**src/rtl/rnm_pkg.sv**
```systemverilog
`timescale 1ns/1ps
package rnm_pkg;
  localparam int unsigned DEF_ARCH_REGS = 32;
  localparam int unsigned DEF_PHYS_REGS = 64;
  localparam int unsigned DEF_NUM_TAGS  = 4;
  localparam int unsigned DEF_NUM_RD    = 3;

  // Field width for a count, never below one bit.
  function automatic int unsigned idx_width(input int unsigned count);
    return (count > 1) ? $clog2(count) : 1;
  endfunction
endpackage

```
**src/rtl/rnm_live_table.sv**
```systemverilog
`timescale 1ns/1ps
module rnm_live_table #(
  parameter int unsigned AR = 32,
  parameter int unsigned PW = 6,
  parameter int unsigned AW = 5
) (
  input  logic                      clk_i,
  input  logic                      rst_ni,
  input  logic                      upd_en_i,
  input  logic [AW-1:0]             upd_arch_i,
  input  logic [PW-1:0]             upd_phys_i,
  input  logic                      rest_en_i,
  input  logic [AR-1:0][PW-1:0]     rest_map_i,
  output logic [AR-1:0][PW-1:0]     upd_map_o,
  output logic [AR-1:0][PW-1:0]     live_q_o
);
  logic [AR-1:0][PW-1:0] live_q, live_d;
  logic                  upd_ok, live_we;

  // Register 0 is never remapped.
  assign upd_ok = upd_en_i && (upd_arch_i != '0);

  always_comb begin
    upd_map_o = live_q;
    if (upd_ok) upd_map_o[upd_arch_i] = upd_phys_i;
  end

  // Restore has priority over an update in the same cycle.
  always_comb begin
    live_d  = rest_en_i ? rest_map_i : upd_map_o;
    live_we = rest_en_i | upd_ok;
  end

  always_ff @(posedge clk_i or negedge rst_ni) begin
    if (!rst_ni) begin
      for (int i = 0; i < int'(AR); i++) live_q[i] <= PW'(i);
    end else if (live_we) begin
      live_q <= live_d;
    end
  end

  assign live_q_o = live_q;
endmodule

```
**src/rtl/rnm_snap_bank.sv**
```systemverilog
`timescale 1ns/1ps
module rnm_snap_bank #(
  parameter int unsigned AR = 32,
  parameter int unsigned PW = 6,
  parameter int unsigned NT = 4,
  parameter int unsigned TW = 2
) (
  input  logic                          clk_i,
  input  logic                          rst_ni,
  input  logic                          take_en_i,
  input  logic [TW-1:0]                 take_tag_i,
  input  logic [AR-1:0][PW-1:0]         take_map_i,
  input  logic [TW-1:0]                 rest_tag_i,
  output logic [AR-1:0][PW-1:0]         rest_map_o,
  output logic [NT-1:0][AR-1:0][PW-1:0] snap_q_o
);
  logic [NT-1:0][AR-1:0][PW-1:0] slot_q;
  logic [NT-1:0]                 slot_we;

  for (genvar g = 0; g < int'(NT); g++) begin : g_slot
    assign slot_we[g] = take_en_i && (take_tag_i == TW'(g));

    always_ff @(posedge clk_i or negedge rst_ni) begin
      if (!rst_ni) begin
        for (int i = 0; i < int'(AR); i++) slot_q[g][i] <= PW'(i);
      end else if (slot_we[g]) begin
        slot_q[g] <= take_map_i;
      end
    end
  end

  // The restore reads the registered contents, so the slot being taken in the
  // same cycle is never forwarded (the two tags differ by rule).
  always_comb begin
    rest_map_o = slot_q[0];
    for (int s = 0; s < int'(NT); s++)
      if (rest_tag_i == TW'(s)) rest_map_o = slot_q[s];
  end

  assign snap_q_o = slot_q;
endmodule

```
**src/rtl/rnm_read_port.sv**
```systemverilog
`timescale 1ns/1ps
module rnm_read_port #(
  parameter int unsigned AR = 32,
  parameter int unsigned PW = 6,
  parameter int unsigned AW = 5
) (
  input  logic [AR-1:0][PW-1:0] map_i,
  input  logic [AW-1:0]         arch_i,
  output logic [PW-1:0]         phys_o
);
  assign phys_o = map_i[arch_i];
endmodule

```
**src/rtl/rename_snapshot_table.sv**
```systemverilog
`timescale 1ns/1ps
module rename_snapshot_table
  import rnm_pkg::*;
#(
  parameter int unsigned ARCH_REGS = DEF_ARCH_REGS,
  parameter int unsigned PHYS_REGS = DEF_PHYS_REGS,
  parameter int unsigned NUM_TAGS  = DEF_NUM_TAGS,
  parameter int unsigned NUM_RD    = DEF_NUM_RD,
  localparam int unsigned AW = idx_width(ARCH_REGS),
  localparam int unsigned PW = idx_width(PHYS_REGS),
  localparam int unsigned TW = idx_width(NUM_TAGS)
) (
  input  logic                     clk_i,
  input  logic                     rst_ni,
  input  logic                     upd_en_i,
  input  logic [AW-1:0]            upd_arch_i,
  input  logic [PW-1:0]            upd_phys_i,
  input  logic                     take_en_i,
  input  logic [TW-1:0]            take_tag_i,
  input  logic                     rest_en_i,
  input  logic [TW-1:0]            rest_tag_i,
  input  logic [NUM_RD-1:0][AW-1:0] rd_arch_i,
  output logic [NUM_RD-1:0][PW-1:0] rd_phys_o
);
  logic [ARCH_REGS-1:0][PW-1:0]               live_map, upd_map, rest_map;
  logic [NUM_TAGS-1:0][ARCH_REGS-1:0][PW-1:0] snap_map;

  rnm_live_table #(.AR(ARCH_REGS), .PW(PW), .AW(AW)) live_i (
    .clk_i      (clk_i),
    .rst_ni     (rst_ni),
    .upd_en_i   (upd_en_i),
    .upd_arch_i (upd_arch_i),
    .upd_phys_i (upd_phys_i),
    .rest_en_i  (rest_en_i),
    .rest_map_i (rest_map),
    .upd_map_o  (upd_map),
    .live_q_o   (live_map)
  );

  rnm_snap_bank #(.AR(ARCH_REGS), .PW(PW), .NT(NUM_TAGS), .TW(TW)) snap_i (
    .clk_i      (clk_i),
    .rst_ni     (rst_ni),
    .take_en_i  (take_en_i),
    .take_tag_i (take_tag_i),
    .take_map_i (upd_map),
    .rest_tag_i (rest_tag_i),
    .rest_map_o (rest_map),
    .snap_q_o   (snap_map)
  );

  for (genvar k = 0; k < int'(NUM_RD); k++) begin : g_rd
    rnm_read_port #(.AR(ARCH_REGS), .PW(PW), .AW(AW)) port_i (
      .map_i  (live_map),
      .arch_i (rd_arch_i[k]),
      .phys_o (rd_phys_o[k])
    );
  end
endmodule

```
**config.mk**
```make
export PLATFORM = sky130hd
export DESIGN_NAME = rename_snapshot_table
export DESIGN_NICKNAME = d
export VERILOG_FILES = /design/src/rtl/rnm_pkg.sv /design/src/rtl/rnm_live_table.sv /design/src/rtl/rnm_snap_bank.sv /design/src/rtl/rnm_read_port.sv /design/src/rtl/rename_snapshot_table.sv
export SDC_FILE = /design/constraint.sdc
export NUM_CORES = 2
export LEC_CHECK = 0
export BUFFER_PORTS_ARGS = -buffer_cell sky130_fd_sc_hd__buf_2
export CORE_MARGIN = 4
export CORE_UTILIZATION = 69
export CTS_CLUSTER_DIAMETER = 100
export CTS_CLUSTER_SIZE = 28
export DETAILED_ROUTE_END_ITERATION = 10
export PLACE_DENSITY = 0.86
export SLEW_MARGIN = 20
export SYNTH_ARGS = -nofsm -noshare
export SYNTH_HDL_FRONTEND = slang
export SYNTH_HIERARCHICAL = 1
export SYNTH_SLANG_ARGS = --single-unit
```
**constraint.sdc**
```tcl
create_clock -name clk_i -period 4.8 [get_ports clk_i]
set_clock_uncertainty 0.15 [all_clocks]
set_input_delay 0.24 -clock clk_i [delete_from_list [all_inputs] [get_ports clk_i]]
set_output_delay 0.24 -clock clk_i [all_outputs]
set_load 0.05 [all_outputs]
```
==> out/metrics.csv <==
stage;metric;value;unit
power_and_ir_drop;peak supply drop;0.550;mV
clock_network;clock sinks;960;
timing;Final min period;3.24;ns
clock_network;clock tree from TritonCTS;built;
floorplan;chip width;275;um
place;HPWL after DPL;78500;um
timing;maximum clock frequency;308;MHz
timing;setup TNS;0;ns
worst_hold_path;launch point of the worst hold path;upd_phys_i[3];
timing;smallest setup slack after layout;1.56;ns
worst_setup_path;CP Class;input port to output pin;
drt;post-route DRC violation count;0;
finish;Area growth syn-to-layout;3.48;%
yosys;fraction of registers with async set or reset after synthesis;1.00;
worst_setup_path;Critical Path Sink Type;output pin;
power_and_ir_drop;power after layout;29.6;mW
yosys;Unique masters post-synth;37;
drt;Routed Antenna Nets;0;
drt;drt pass-1 iters;9;
timing;number of max-slew violations in the final report;0;
worst_setup_path;FF-to-FF Start;live_i/live_q_o[74];
clock_network;clock root buffer master;clkbuf_16;
finish;area of combinational cells with multiple inputs;22900;um2
drt;total number of vias;32200;
run;Max Cap Viol;0;
worst_setup_path;worst setup path endpoint;rd_phys_o[0];
yosys;proportion of synthesized chip area in sequential cells;0.500;
floorplan;row cnt;97;
yosys;total standard cell area after synthesis;49100;um2
grt;maximum number of pins on one net before global-route repair;157;
drt;post-detailed-routing wire length;132000;um
timing;max_slew headroom;0.218;
grt;vias in the first global route;34700;
floorplan;die area;75500;um2
worst_setup_path;maximum fanout along the worst path;25;
yosys;number of register bits inferred by synthesis;960;
floorplan;IO Count;53;
floorplan;DIE HEIGHT;275;um
power_and_ir_drop;Leak Pwr;18.1;nW
yosys;net count of the mapped netlist;3488;
finish;number of inserted filler cells in the final layout;4300;
clock_network;hold buffer count at CTS;3;
grt;overall fraction of global-route tracks in use;0.355;
timing;worst-case hold slack;0.0377;ns
clock_network;clock-pin slew of the registers on the worst-case setup and hold paths;0.11;ns
place;GP Congestion;0.859;
grt;total overflow reported by the global router;0;
timing;worst slew pin tran;1.17;ns
worst_setup_path;data required time of the worst path;4.41;ns
worst_hold_path;class of the tightest hold or removal check;input port to register;
finish;area used by sequential logic in the layout;24500;um2
floorplan;Std-Cell Core Area;70300;um2
grt;wire length of the first global-routing pass;204000;um
yosys;Syn. warnings;6;
place;worst setup slack after placement;1.61;ns
yosys;flip-flop cell with the highest count after synthesis;dfrtp_1;
drt;DRC marker count from the first detailed-route iteration;3916;
floorplan;initial core utilization;0.698;
timing;final worst path period share;0.676;
run_status;run status;complete, no violations;
clock_network;PostCTS Resize Cnt;0;
worst_setup_path;internal reg-to-reg setup slack;3.26;ns
worst_setup_path;crit start category;input port;
clock_network;H-tree levels;2;
power_and_ir_drop;pwr/cell area;582;nW/um2
clock_network;clock buffer count from CTS;40;
clock_network;clock insertion delay at the later pin of the skew report;0.62;ns
yosys;instance count of the mapped netlist;3453;
clock_network;Setup Buffers After CTS;0;
worst_setup_path;end of the worst register-to-register path;snap_i/snap_q_o[650];
timing;total count of hold-check failures in the final report;0;
place;Port Buffers;52;
yosys;count of flip-flops with a built-in enable after synthesis;0;
finish;most used cells in the layout excluding fill and tap cells;mux2_2, dfrtp_1, dfstp_2;
drt;Avg Vias per Cell;7.56;
grt;number of antenna violations at the first check in global routing;9;
worst_setup_path;beginning of the critical path;rd_arch_i[2];
finish;fraction of layout instances using a drive strength above 1;0.530;
timing;final setup violating endpoints;0;
yosys;average instance area after synthesis;14.2;um2
worst_setup_path;CP Data Arrival Time;2.85;ns
drt;mean routed wirelength per cell;31.0;um
finish;leading cell type in the layout, fill and taps excluded;mux2_2;
clock_network;number of buffers on the longest clock path;3;
worst_setup_path;depth of the worst register-to-register path;3;
timing;unrepaired setup endpoints after global routing;no;
finish;final-stage net count;3320;
-- critical path, stage by stage --
cell and delay (ns):
buf_2 0.65, buf_4 0.50, mux4_2 0.43, mux4_2 0.49, mux2_2 0.29, buf_2 0.21
-- power by group --
part           total [mW]  internal [mW]  switching [mW]  leakage [nW]
Combinational        9.64           5.47            4.17          7.20
Clock                4.18           1.69            2.49         0.561
Sequential           15.7           13.1            2.63          10.4
Total                29.6           20.3            9.29          18.1
-- cell families after synthesis --
logic type      after synthesis  share of synthesized area
mux                        1164                      0.352
compound gates              744                     0.0771
buf+inv                     323                     0.0355
flops                       960                      0.500
simple gates                262                     0.0353
-- stage by stage --
| step | util | cell area, um2 | std cells |
|---|---|---|---|
| floorplan | - | 49100 | 3453 |
| global placement | 0.705 | 49500 | 4177 |
| detailed placement | 0.705 | 49500 | 4178 |
| CTS | 0.722 | 50700 | 4250 |
| global route | 0.723 | 50800 | 4254 |
| finish | 0.723 | 50800 | 4259 |
-- synth_stat cells (6+ instances only) --
cell      count  area (um2)
buf_6        30         338
dfstp_2     400       10500
nand2_1      25        93.8
a21oi_1     371        1860
o21ai_0     319        1600
and3b_1      12         105
clkbuf_1    105         394
buf_1        55         206
o21ai_1      40         200
nor2b_1     186        1160
o21ai_2      12         105
and3_1        6        37.5
mux2_2      792        8920
dfrtp_1     560       14000
buf_2        82         410
buf_4        50         375
nor3b_2       7        87.6
mux4_2      372        8380
-- layer usage --
metal | share of wire | track usage | wire [um]
met1 | 0.36 | 0.456 | 46900
met2 | 0.48 | 0.566 | 63100
met3 | 0.11 | 0.0886 | 14200
met4 | 0.058 | 0.187 | 7640
met5 | 0.00028 | 0 | 37
-- final cells by class --
type                            instances  area share
Sequential cell                       960       0.483
Tap cell                              940      0.0232
Multi-Input combinational cell       2170       0.450
Clock buffer                           65      0.0220
Timing Repair Buffer                  113      0.0205
Antenna cell                            7    0.000345
Clock inverter                          4    0.000985
-- flip-flops by register name, summed over array words and instances (netlist names) --
signal and cells:
live_i/live_q_o 192, snap_i/snap_q_o 768
-- worst min-delay path by stage --
stage / end / slack, ns / cells after the start
2_1_floorplan: live_i/live_q_o[0] / -0.21 / 0
3_3_place_gp: snap_i/snap_q_o[23] / 0.28 / 1
3_5_place_dp: snap_i/snap_q_o[23] / 0.30 / 1
4_1_cts: live_i/live_q_o[147] / 0.001 / 4
5_1_grt: live_i/live_q_o[147] / 0.06 / 4
6_report: live_i/live_q_o[147] / 0.04 / 4
(Power assumes the default switching activity.)
